--- src/rtl/edge_gate_timer_pkg.sv ---
package edge_gate_timer_pkg;
  localparam int unsigned MODE_W  = 3;
  localparam int unsigned OMODE_W = 3;
  localparam logic [MODE_W-1:0]  MODE_TRIG   = 3'b110;
  localparam logic [OMODE_W-1:0] OMODE_DELAY = 3'b101;

  typedef struct packed {
    logic run;
    logic done;
    logic flag;
  } gate_state_t;
endpackage

--- src/rtl/edge_sync.sv ---
module edge_sync #(
  parameter int unsigned SYNC_STAGES = 2
) (
  input  logic clk_i,
  input  logic rst_ni,
  input  logic sig_i,
  input  logic inv_i,
  output logic edge_o
);
  logic [SYNC_STAGES-1:0] stage_q;
  logic                   prev_q;

  for (genvar g = 0; g < SYNC_STAGES; g++) begin : g_stage
    if (g == 0) begin : g_first
      always_ff @(posedge clk_i or negedge rst_ni) begin
        if (!rst_ni) stage_q[g] <= 1'b0;
        else         stage_q[g] <= sig_i;
      end
    end else begin : g_next
      always_ff @(posedge clk_i or negedge rst_ni) begin
        if (!rst_ni) stage_q[g] <= 1'b0;
        else         stage_q[g] <= stage_q[g-1];
      end
    end
  end

  always_ff @(posedge clk_i or negedge rst_ni) begin
    if (!rst_ni) prev_q <= 1'b0;
    else         prev_q <= stage_q[SYNC_STAGES-1];
  end

  // level changed and new level is the active one
  assign edge_o = (stage_q[SYNC_STAGES-1] ^ prev_q) & (stage_q[SYNC_STAGES-1] ^ inv_i);
endmodule

--- src/rtl/gate_ctrl.sv ---
module gate_ctrl
  import edge_gate_timer_pkg::*;
(
  input  logic clk_i,
  input  logic rst_ni,
  input  logic trig_i,
  input  logic oneshot_i,
  input  logic clr_i,
  input  logic edge_i,
  input  logic hit_i,
  output logic run_o,
  output logic flag_o
);
  gate_state_t st_q, st_d;

  always_comb begin
    st_d = st_q;
    if (clr_i) begin
      st_d = '0;
    end else if (!trig_i) begin
      st_d.run  = 1'b0;
      st_d.done = 1'b0;
    end else if (hit_i) begin
      // match has priority over a same-cycle edge
      st_d.run  = 1'b0;
      st_d.done = 1'b1;
      st_d.flag = st_q.flag | oneshot_i;
    end else if (edge_i && !st_q.done) begin
      st_d.run = oneshot_i ? 1'b1 : ~st_q.run;
    end
  end

  always_ff @(posedge clk_i or negedge rst_ni) begin
    if (!rst_ni) st_q <= '0;
    else         st_q <= st_d;
  end

  assign run_o  = st_q.run;
  assign flag_o = st_q.flag;
endmodule

--- src/rtl/count_core.sv ---
module count_core #(
  parameter int unsigned CNT_W = 16
) (
  input  logic             clk_i,
  input  logic             rst_ni,
  input  logic             tick_i,
  input  logic             clr_i,
  input  logic             reload_i,
  input  logic [CNT_W-1:0] cmp_val_i,
  output logic [CNT_W-1:0] count_o,
  output logic             hit_o,
  output logic             cmp_o
);
  logic [CNT_W-1:0] count_q, count_inc;
  logic             cmp_q;

  assign count_inc = count_q + CNT_W'(1);
  assign hit_o     = tick_i & (count_inc == cmp_val_i);

  always_ff @(posedge clk_i or negedge rst_ni) begin
    if (!rst_ni) begin
      count_q <= '0;
      cmp_q   <= 1'b0;
    end else if (clr_i) begin
      count_q <= '0;
      cmp_q   <= 1'b0;
    end else begin
      cmp_q <= hit_o;
      if (tick_i) count_q <= (hit_o && reload_i) ? '0 : count_inc;
    end
  end

  assign count_o = count_q;
  assign cmp_o   = cmp_q;
endmodule

--- src/rtl/edge_gate_timer.sv ---
module edge_gate_timer
  import edge_gate_timer_pkg::*;
#(
  parameter int unsigned CNT_W       = 16,
  parameter int unsigned SYNC_STAGES = 2
) (
  input  logic               clk_i,
  input  logic               rst_ni,
  input  logic               cnt_en_i,
  input  logic               sec_i,
  input  logic [CNT_W-1:0]   cmp_val_i,
  input  logic               inv_i,
  input  logic [MODE_W-1:0]  mode_i,
  input  logic               len_i,
  input  logic               once_i,
  input  logic [OMODE_W-1:0] omode_i,
  output logic [CNT_W-1:0]   count_o,
  output logic               cmp_o,
  output logic               flag_o
);
  logic [MODE_W-1:0] mode_q;
  logic trig, oneshot, clr, act_edge, run, tick, hit;

  always_ff @(posedge clk_i or negedge rst_ni) begin
    if (!rst_ni) mode_q <= '0;
    else         mode_q <= mode_i;
  end

  assign trig    = (mode_i == MODE_TRIG);
  assign oneshot = trig & len_i & once_i & (omode_i == OMODE_DELAY);
  assign clr     = (mode_i != mode_q);
  assign tick    = trig & run & cnt_en_i;

  edge_sync #(.SYNC_STAGES(SYNC_STAGES)) u_sync (
    .clk_i (clk_i),
    .rst_ni(rst_ni),
    .sig_i (sec_i),
    .inv_i (inv_i),
    .edge_o(act_edge)
  );

  gate_ctrl u_ctrl (
    .clk_i    (clk_i),
    .rst_ni   (rst_ni),
    .trig_i   (trig),
    .oneshot_i(oneshot),
    .clr_i    (clr),
    .edge_i   (act_edge),
    .hit_i    (hit),
    .run_o    (run),
    .flag_o   (flag_o)
  );

  count_core #(.CNT_W(CNT_W)) u_core (
    .clk_i    (clk_i),
    .rst_ni   (rst_ni),
    .tick_i   (tick),
    .clr_i    (clr),
    .reload_i (len_i),
    .cmp_val_i(cmp_val_i),
    .count_o  (count_o),
    .hit_o    (hit),
    .cmp_o    (cmp_o)
  );
endmodule

--- config.mk ---
export PLATFORM = sky130hd
export DESIGN_NAME = edge_gate_timer
export DESIGN_NICKNAME = d
export VERILOG_FILES = /design/src/rtl/edge_gate_timer_pkg.sv /design/src/rtl/edge_sync.sv /design/src/rtl/gate_ctrl.sv /design/src/rtl/count_core.sv /design/src/rtl/edge_gate_timer.sv
export SDC_FILE = /design/constraint.sdc
export NUM_CORES = 1
export LEC_CHECK = 0
export BUFFER_PORTS_ARGS = -buffer_cell sky130_fd_sc_hd__buf_2
export CORE_ASPECT_RATIO = 1.2
export CORE_MARGIN = 4
export CORE_UTILIZATION = 48
export DETAILED_ROUTE_END_ITERATION = 8
export HOLD_SLACK_MARGIN = 0.05
export PLACE_DENSITY = 0.76
export SYNTH_ARGS = -nofsm -noshare
export SYNTH_HDL_FRONTEND = slang
export SYNTH_SLANG_ARGS = --single-unit
--- constraint.sdc ---
create_clock -name clk_i -period 2.9 [get_ports clk_i]
set_input_delay 0.145 -clock clk_i [delete_from_list [all_inputs] [get_ports clk_i]]
set_output_delay 0.145 -clock clk_i [all_outputs]
set_load 0.01 [all_outputs]
==> qor.txt <==
# diodes: 0
Post-synth EDFFs: 0
Clock-pin slew on the worst setup and hold paths: 100 ps
Site Rows: 24
Layout cells sized above 1: 34.7%
Yosys reg bits: 26
Share of the synthesized area in the top cell type: 34.7%
Num CTS Buffers: 3
Setup CP Type: flip-flop to flip-flop
Synth area leaders: dfrtp_1 35%, xnor2_1 8.4%, nand3_1 6.4%
I/O Pins: 47
CP required: 3070 ps
Number of global-route vias before repair: 1965
Min Tclk post-route: 2840 ps
Final Skew: 7.63 ps
Register Area: 651 sq um
Pin count of the biggest net entering global routing: 27
Ys async rst share: 100%
Number of remaining DRC errors: 0
Die height: 76.5 um
Routed Antenna Nets: 0
Crit path max fanout: 4
Final max-slew violation count: 0
Worst slew pin tran: 712 ps
Commonest non-fill, non-tap cells in the layout: 46 x buf_2, 34 x buf_4, 26 x dfrtp_1, 24 x nand3_1, 23 x nand2_1
Root Buffer: clkbuf_8
Die W: 65.1 um
Dpl ws: -56.3 ps
Total die area: 4980 sq um
Cell count after synthesis: 219
Avg Vias per Cell: 5.84
Synth cell types: 53
Syn nets: 249
First-pass GRT wire length: 9.20 mm
DP Wirelength: 4.12 mm
Fillers: 320
Routed wire length: 5.55 mm
Fmax: 352 MHz
CTS H-tree lvls: 1
Max cap viols: 0
Dominant synthesized flop cell: dfrtp_1
Initial cell density of the core: 50.8%
Status: complete, no violations
HP Class: input port to flip-flop
RePlAce Congestion: 0.947
Most common cell after layout, fill and taps aside: buf_2
Rel. slew slack: 52.4%
CP endpoint kind: flip-flop
Data arrival, critical path: 3010 ps
Initial detailed-routing violation count: 184
CTS max path bufs: 2
Mapped Avg Cell Area: 8.56 sq um
# port buffers: 46
Leakage Power: 1.15 nW
Cell Pwr Density: 305 nW/um^2
DRT Pass-1 Iters: 4
Synth warn: 0
Fin crit share: 98.0%
# setup viols final: 0
Layout area overhead: 35.4%
Peak supply drop: 0.178 mV
Post-route total power: 0.773 mW
Clock latency on the worst-skew pair: 280 ps
Nets: 328
Initial antenna violation count: 0
CTS tree: done
Via Count: 2039
Area of the multi-input gates: 1210 sq um
Clk sink count: 26
Synthesized cell area: 1880 sq um
Largest area contributor in the netlist: dfrtp_1
Worst setup SP type: flip-flop
Fin. Hold Viols: 0
Fin worst setup slack: 59.1 ps
Remaining global-route overflow: 0
Core area: 3690 sq um
Total track usage: 22.8%
Sequential element share of the synthesized area: 34.7%
Wire length per cell: 15.9 um
[synthesized netlist by cell type, drive strengths merged, types with 2 or more instances]
cell type  count
and3           4
xnor2         18
buf            5
clkbuf         6
nor3           6
or4            2
xor2          10
o211ai         3
and2           2
nor2b          3
nand3         25
a31oi          2
nand2b         3
nand4b         2
a22oi          3
a211oi         3
and3b          3
dfrtp         26
a21oi          3
or2            2
nand3b         3
nand4          9
and4           3
o22ai          2
o21ai          3
o2111ai        2
nor2          23
nor4           3
nor3b          2
nand2         23
[layout make-up]
type	instances	share of cell area (%)
Clock buffer	3	1.63
Clock inverter	1	1.18
Inverter	1	0.148
Multi-Input combinational cell	181	47.8
Sequential cell	26	25.6
Tap cell	52	2.56
Timing Repair Buffer	85	21.1
[sequential cells by signal (all words and copies together), names as in the netlist]
name,cells
u_core.count_o,16
mode_q,3
u_sync.stage_q,2
u_core.cmp_o,1
u_ctrl.flag_o,1
u_ctrl.run_o,1
u_ctrl.st_q,1
u_sync.prev_q,1
[per-layer routing]
| layer | vias to the layer above | global-route usage (%) | share of wire (%) |
|---|---|---|---|
| met1 | 984 | 29.6 | 41 |
| li1 | 954 | - | - |
| met3 | 14 | 2.65 | 6.3 |
| met4 | 0 | 7.47 | 2.3 |
| met5 | - | 0 | 0 |
| met2 | 87 | 38.7 | 50 |
[metrics by stage]
| step | cell area (sq um) | setup TNS (ps) | cells | util, % | hold slack, ps |
|---|---|---|---|---|---|
| 3_3_place_gp | 2350 | -0.115 | 337 | 63.5 | 189 |
| 4_1_cts | 2490 | 0 | 348 | 67.4 | 225 |
| 3_5_place_dp | 2350 | -56.3 | 337 | 63.5 | 197 |
| 5_1_grt | 2540 | -5.44 | 349 | 68.7 | 231 |
| 2_1_floorplan | 1880 | 0 | 219 | - | -151 |
| 6_report | 2540 | 0 | 349 | 68.7 | 226 |
[worst max-delay path: stages, from the launching register on]
cell	delay, ps
dfrtp_1	420
nand4_1	200
or4_4	590
and3b_4	220
a211oi_4	210
nand3_1	110
or4_4	520
and2_4	160
a221o_1	290
[where the power goes]
part	switching (mW)	internal (mW)	leakage, nW
Clock	0.123	0.185	0.0357
Sequential	0.00183	0.367	0.349
Combinational	0.0518	0.0453	0.767
Total	0.176	0.597	1.15
[what timing repair did]
action	in CTS	in global routing
endpoints found under the hold margin	30	0
buffers inserted	2	1
gates resized for setup	3	10
hold buffers	5	0
gates cloned	0	0
endpoints found under the setup margin	2	16
pin swaps	1	8
[final timing paths]
check,depth (start not counted),slack [ps],to,startpoint
worst min register to register,0,360,u_sync.stage_q[1],u_sync.stage_q[0]
worst max-delay path,8,60,u_core.count_o[11],u_core.count_o[0]
worst min-delay path,3,230,u_core.count_o[15],len_i
worst max register to register,8,60,u_core.count_o[11],u_core.count_o[0]
max in group asynchronous,2,2080,u_ctrl.flag_o,rst_ni
min in group asynchronous,2,410,u_core.count_o[11],rst_ni
[cells by family after synthesis]
group	after synthesis	share of synthesized area (%)
AOI/OAI and AO/OA	31	13.0
xor gates and xnor gates	28	13.1
adders and majority gates	1	0.667
buffers and inverters	12	3.27
DFF	26	34.7
and+or+nand+nor	121	35.3
(Power assumes the default switching activity.)
